### config.mk
export PLATFORM = sky130hd
export DESIGN_NAME = tw_addr_front
export DESIGN_NICKNAME = d
export VERILOG_FILES = /design/src/rtl/tw_addr_pkg.sv /design/src/rtl/tw_line_cond.sv /design/src/rtl/tw_addr_fsm.sv /design/src/rtl/tw_busy_timer.sv /design/src/rtl/tw_addr_front.sv
export SDC_FILE = /design/constraint.sdc
export NUM_CORES = 1
export LEC_CHECK = 0
export CORE_AREA = 2 2 65 73
export CTS_CLUSTER_SIZE = 28
export DETAILED_ROUTE_END_ITERATION = 6
export DIE_AREA = 0 0 67 75
export GPL_ROUTABILITY_DRIVEN = 0
export PLACE_DENSITY = 0.69
export SLEW_MARGIN = 20
export SYNTH_ARGS = -nofsm -noshare
export SYNTH_HDL_FRONTEND = slang
export SYNTH_HIERARCHICAL = 1
export SYNTH_SLANG_ARGS = --single-unit
### constraint.sdc
create_clock -name clk -period 1.9 [get_ports clk]
set_input_delay 0.38 -clock clk [delete_from_list [all_inputs] [get_ports clk]]
set_output_delay 0.38 -clock clk [all_outputs]
set_load 0.02 [all_outputs]
### src/rtl/tw_addr_pkg.sv
package tw_addr_pkg;
  localparam int ADDR_BITS = 8;
  localparam logic [3:0] DEV_TYPE = 4'b1010;

  localparam logic [2:0] TGT_ARRAY = 3'b000;
  localparam logic [2:0] TGT_CSR   = 3'b010;
  localparam logic [2:0] TGT_POT   = 3'b111;

  typedef enum logic [2:0] {
    ST_IDLE,
    ST_ADDR,
    ST_ACK,
    ST_DATA,
    ST_IGNORE
  } addr_state_e;

  function automatic logic is_target(input logic [2:0] code);
    return (code == TGT_ARRAY) || (code == TGT_CSR) || (code == TGT_POT);
  endfunction
endpackage

### src/rtl/tw_line_cond.sv
module tw_line_cond (
  input  logic clk,
  input  logic rst_n,
  input  logic scl_i,
  input  logic sda_i,
  output logic scl_rise,
  output logic scl_fall,
  output logic start_det,
  output logic stop_det,
  output logic sda_bit
);
  logic scl_q, scl_qq, sda_q, sda_qq;

  always_ff @(posedge clk) begin
    if (!rst_n) begin
      scl_q  <= 1'b1;
      scl_qq <= 1'b1;
      sda_q  <= 1'b1;
      sda_qq <= 1'b1;
    end else begin
      scl_q  <= scl_i;
      scl_qq <= scl_q;
      sda_q  <= sda_i;
      sda_qq <= sda_q;
    end
  end

  assign scl_rise  = scl_q & ~scl_qq;
  assign scl_fall  = ~scl_q & scl_qq;
  assign start_det = scl_q & scl_qq & sda_qq & ~sda_q;
  assign stop_det  = scl_q & scl_qq & ~sda_qq & sda_q;
  assign sda_bit   = sda_q;
endmodule

### src/rtl/tw_addr_fsm.sv
module tw_addr_fsm
  import tw_addr_pkg::*;
(
  input  logic       clk,
  input  logic       rst_n,
  input  logic       scl_rise,
  input  logic       scl_fall,
  input  logic       start_det,
  input  logic       stop_det,
  input  logic       sda_bit,
  input  logic       busy,
  output logic       sda_pull,
  output logic       txn_valid,
  output logic [2:0] txn_sel,
  output logic       txn_rd,
  output logic       wr_done
);
  localparam int CNT_W = $clog2(ADDR_BITS + 1);
  localparam logic [CNT_W-1:0] LAST_BIT = CNT_W'(ADDR_BITS);

  addr_state_e           state;
  logic [ADDR_BITS-1:0]  shreg;
  logic [CNT_W-1:0]      bit_cnt;
  logic                  wr_pend;
  logic                  accept;

  assign accept = (shreg[7:4] == DEV_TYPE) && is_target(shreg[3:1]) && !busy;

  always_ff @(posedge clk) begin
    if (!rst_n) begin
      state     <= ST_IDLE;
      shreg     <= '0;
      bit_cnt   <= '0;
      wr_pend   <= 1'b0;
      sda_pull  <= 1'b0;
      txn_valid <= 1'b0;
      txn_sel   <= '0;
      txn_rd    <= 1'b0;
      wr_done   <= 1'b0;
    end else begin
      txn_valid <= 1'b0;
      wr_done   <= 1'b0;
      if (start_det) begin
        state    <= ST_ADDR;
        bit_cnt  <= '0;
        wr_pend  <= 1'b0;
        sda_pull <= 1'b0;
      end else if (stop_det) begin
        state    <= ST_IDLE;
        sda_pull <= 1'b0;
        wr_done  <= wr_pend;
        wr_pend  <= 1'b0;
      end else begin
        case (state)
          ST_ADDR: begin
            if (scl_rise && bit_cnt != LAST_BIT) begin
              shreg   <= {shreg[ADDR_BITS-2:0], sda_bit};
              bit_cnt <= bit_cnt + 1'b1;
            end else if (scl_fall && bit_cnt == LAST_BIT) begin
              if (accept) begin
                state     <= ST_ACK;
                sda_pull  <= 1'b1;
                txn_valid <= 1'b1;
                txn_sel   <= shreg[3:1];
                txn_rd    <= shreg[0];
                wr_pend   <= ~shreg[0];
              end else begin
                state <= ST_IGNORE;
              end
            end
          end
          ST_ACK: begin
            if (scl_fall) begin
              sda_pull <= 1'b0;
              state    <= ST_DATA;
            end
          end
          default: ;
        endcase
      end
    end
  end
endmodule

### src/rtl/tw_busy_timer.sv
module tw_busy_timer #(
  parameter int CYCLE_CLKS = 250000
) (
  input  logic clk,
  input  logic rst_n,
  input  logic start,
  output logic busy
);
  localparam int CW = $clog2(CYCLE_CLKS + 1);
  logic [CW-1:0] cnt;

  always_ff @(posedge clk) begin
    if (!rst_n) begin
      cnt  <= '0;
      busy <= 1'b0;
    end else if (start) begin
      cnt  <= CW'(CYCLE_CLKS);
      busy <= 1'b1;
    end else if (busy) begin
      if (cnt == CW'(1)) begin
        busy <= 1'b0;
        cnt  <= '0;
      end else begin
        cnt <= cnt - 1'b1;
      end
    end
  end
endmodule

### src/rtl/tw_addr_front.sv
module tw_addr_front #(
  parameter int CYCLE_CLKS = 250000
) (
  input  logic       clk,
  input  logic       rst_n,
  input  logic       scl_i,
  input  logic       sda_i,
  output logic       sda_pull_o,
  output logic       busy_o,
  output logic       txn_valid_o,
  output logic [2:0] txn_sel_o,
  output logic       txn_rd_o
);
  logic scl_rise, scl_fall, start_det, stop_det, sda_bit, wr_done;

  tw_line_cond u_cond (
    .clk       (clk),
    .rst_n     (rst_n),
    .scl_i     (scl_i),
    .sda_i     (sda_i),
    .scl_rise  (scl_rise),
    .scl_fall  (scl_fall),
    .start_det (start_det),
    .stop_det  (stop_det),
    .sda_bit   (sda_bit)
  );

  tw_addr_fsm u_fsm (
    .clk       (clk),
    .rst_n     (rst_n),
    .scl_rise  (scl_rise),
    .scl_fall  (scl_fall),
    .start_det (start_det),
    .stop_det  (stop_det),
    .sda_bit   (sda_bit),
    .busy      (busy_o),
    .sda_pull  (sda_pull_o),
    .txn_valid (txn_valid_o),
    .txn_sel   (txn_sel_o),
    .txn_rd    (txn_rd_o),
    .wr_done   (wr_done)
  );

  tw_busy_timer #(.CYCLE_CLKS(CYCLE_CLKS)) u_timer (
    .clk   (clk),
    .rst_n (rst_n),
    .start (wr_done),
    .busy  (busy_o)
  );
endmodule

==> results of run 1 <==
-- sequential cells by signal, summed over array words and instances (netlist names) --
register and count:
u_cond/scl_q 1, u_cond/scl_qq 1, u_cond/sda_bit 1, u_cond/sda_qq 1
u_fsm/bit_cnt 4, u_fsm/sda_pull 1, u_fsm/shreg 8, u_fsm/state 3
u_fsm/txn_rd 1, u_fsm/txn_sel 3, u_fsm/txn_valid 1, u_fsm/wr_done 1
u_fsm/wr_pend 1, u_timer/busy 1, u_timer/cnt 18
-- cell usage in the layout (no fill, tap or decap), types with 3 or more instances in the layout --
cell,synthesis,layout
o31a_1,3,3
nand2b_1,6,6
nand4b_1,3,3
clkbuf_8,0,6
a21boi_0,3,3
nand3_1,4,4
clkdlybuf4s50_1,0,10
o21ai_0,5,5
inv_1,6,6
nand4_1,5,5
a21oi_1,6,6
nand2_1,17,17
buf_4,0,15
and3_1,3,3
mux2i_1,12,12
nor3_1,8,8
xor2_1,8,8
and2_1,3,3
xnor2_1,6,6
nor2_1,24,24
nor4_1,4,4
nor2b_1,12,12
ha_1,4,4
dfxtp_1,46,46
-- logic make-up after synthesis --
logic type	share of synthesized area, %
compound gates	10.9
mux	5.51
xor+xnor	5.63
simple gates	30.1
flops	42.3
fa+ha+maj	2.30
buf+inv	3.33
-- worst max-delay path, delay by kind of cell (launching register included) --
kind	cells	cell delay, ns
buffers and inverters	2	0.78
flip-flops	1	0.35
-- area by class of cell --
| type | count | area [um2] | share of cell area [%] |
|---|---|---|---|
| tap | 54 | 67.6 | 2.68 |
| sequential | 46 | 921 | 36.6 |
| inverter | 6 | 22.5 | 0.895 |
| timing repair buffer | 25 | 213 | 8.45 |
| multi-input combinational | 170 | 1200 | 47.6 |
| clock inverter | 2 | 12.5 | 0.497 |
| clock buffer | 6 | 82.6 | 3.28 |
-- final timing paths --
check	start	to	slack [ns]
max reg2reg	u_timer/cnt[5]$_SDFFE_PP0P_	u_timer/cnt[17]$_SDFFE_PN0P_	0.12
min	u_fsm/wr_pend$_SDFFE_PP0P_	u_fsm/wr_done$_SDFF_PP0_	0.44
max	u_timer/busy$_SDFF_PN0_	busy_o	0.11
min reg2reg	u_fsm/wr_pend$_SDFFE_PP0P_	u_fsm/wr_done$_SDFF_PP0_	0.44
-- per-layer routing --
layer / wire length [um] / track usage, % / up-vias
met5: 0 / 0 / -
met4: 68 / 6.80 / 0
met3: 113 / 4.48 / 9
met2: 2160 / 33.6 / 25
met1: 1840 / 21.7 / 804
li1: - / - / 862
-- where the power goes --
group          total, mW  switching [mW]  internal (mW)
logic             0.0602          0.0300         0.0302
registers          0.974         0.00489          0.969
clock network      0.623           0.330          0.293
-- metrics by stage --
stage	utilization (%)	total power, mW	setup WS (ns)	cell area (um2)
4_1_cts	58.9	1.67	0.0726	2500
5_1_grt	59.2	1.73	0.00407	2520
3_5_place_dp	56.6	1.06	0.0708	2410
6_report	59.2	1.66	0.110	2520
2_1_floorplan	-	1.03	0.119	2180
3_3_place_gp	56.6	1.06	0.0941	2410
==> results.ini, run 1 <==
[sta]
fmax_mhz=559
relSlewSlack_pct=67.7
worst_pin_slew_ns=0.484
rsz0062_at_grt=false
fin_crit_ns=1.79
whs_ns=0.442
final.setup.tns_ns=0
finalSetupViolCount=0
final.setup_skew_ns=0.0118
timing.final.crit_share_pct=94.2
hold_viol=0
slew_viol_final=0

[pwr]
irDropWorstVdd_uv=505
powerDensity_nw_per_um2=658
p_leak_nw=0.948

[worst_hold_path]
holdPathStages=2
min_path_type=reg -> reg

[grt]
grt.total_usage_pct=18.7
overflow=0
grt_max_degree=17
grt_pass1_wl_um=7180
grt_pass1_vias=1611
grt_antenna_before_repair=0

[critical_path]
slowest_stage=clkdlybuf4s50_1
end_kind=primary output
path_cells=buf_4, clkdlybuf4s50_1
crit_arrival_ns=1.41
crit_required_ns=1.52
cpPeakStageDelay_ns=0.61
crit_path_start_kind=register
cp_max_fo=8
worst_r2r_path_depth=4
crit_type=reg -> out

[clock_tree]
cts_buffers=5
cts-root-buf=clkbuf_8
clock_sinks=46
cts_post_setup_buffers_inserted=0
ctsResizeCount=0
path_clk_slew_ns=0.09
tritoncts=done
postCtsHoldBufs=0
insertion_delay_ns=0.29
clock_path_buffers=2
htree_levels=2

[logic_synthesis]
synthTopCellsByArea=dfxtp_1 (42%), mux2i_1 (5.5%), nor2_1 (4.1%)
synth_top_area_share_pct=42.3
synth_cells=231
synth_most_common_cell=dfxtp_1
ys_async_sr_fraction_pct=0
yosys.area.top_type=dfxtp_1
synth_seq_area_share_pct=42.3
syn_area_um2=2180
synth-seq-cells=46
synthTopCellsByCount=dfxtp_1 (46), nor2_1 (24), nand2_1 (17)
avgSynthCellArea_um2=9.44
synth_cell_type_count=51
syn_nets=239
synth_ff_type=dfxtp_1
synth_edf_count=0
synth-warning-count=6

[drt]
vias=1700
wl_um=4180
via_per_inst=5.50
ant_nets=0
wl_per_cell_um=13.5
drc=0
drtPass1Iterations=4
drt_iter0_markers=117

[placed_design]
placed_cells=301
io_buffers=10
place_hpwl_um=3000

[finish]
diodes=0
final_cells=309
area.growth.synth_to_final_pct=15.5
final_nets=262
layout-drive-gt1-share_pct=12.9
fillers=388

[die]
die_x_um=67
initial_utilization_pct=51.2
die_h_um=75
ios=11
die-area_um2=5030
core_um2=4250
rows=25

[run]
maxCapViolCount=0

[run_status]
status=finished, final reports clean

No activity file was read; power rests on OpenSTA's default activity.
==> run 2, diff against run 1 <==
CTS_BUF_LIST = sky130_fd_sc_hd__clkbuf_4 sky130_fd_sc_hd__clkbuf_8   (was not set)
==> results of run 2 <==
The final DEF is identical to that of run 1; final timing and power are the same.
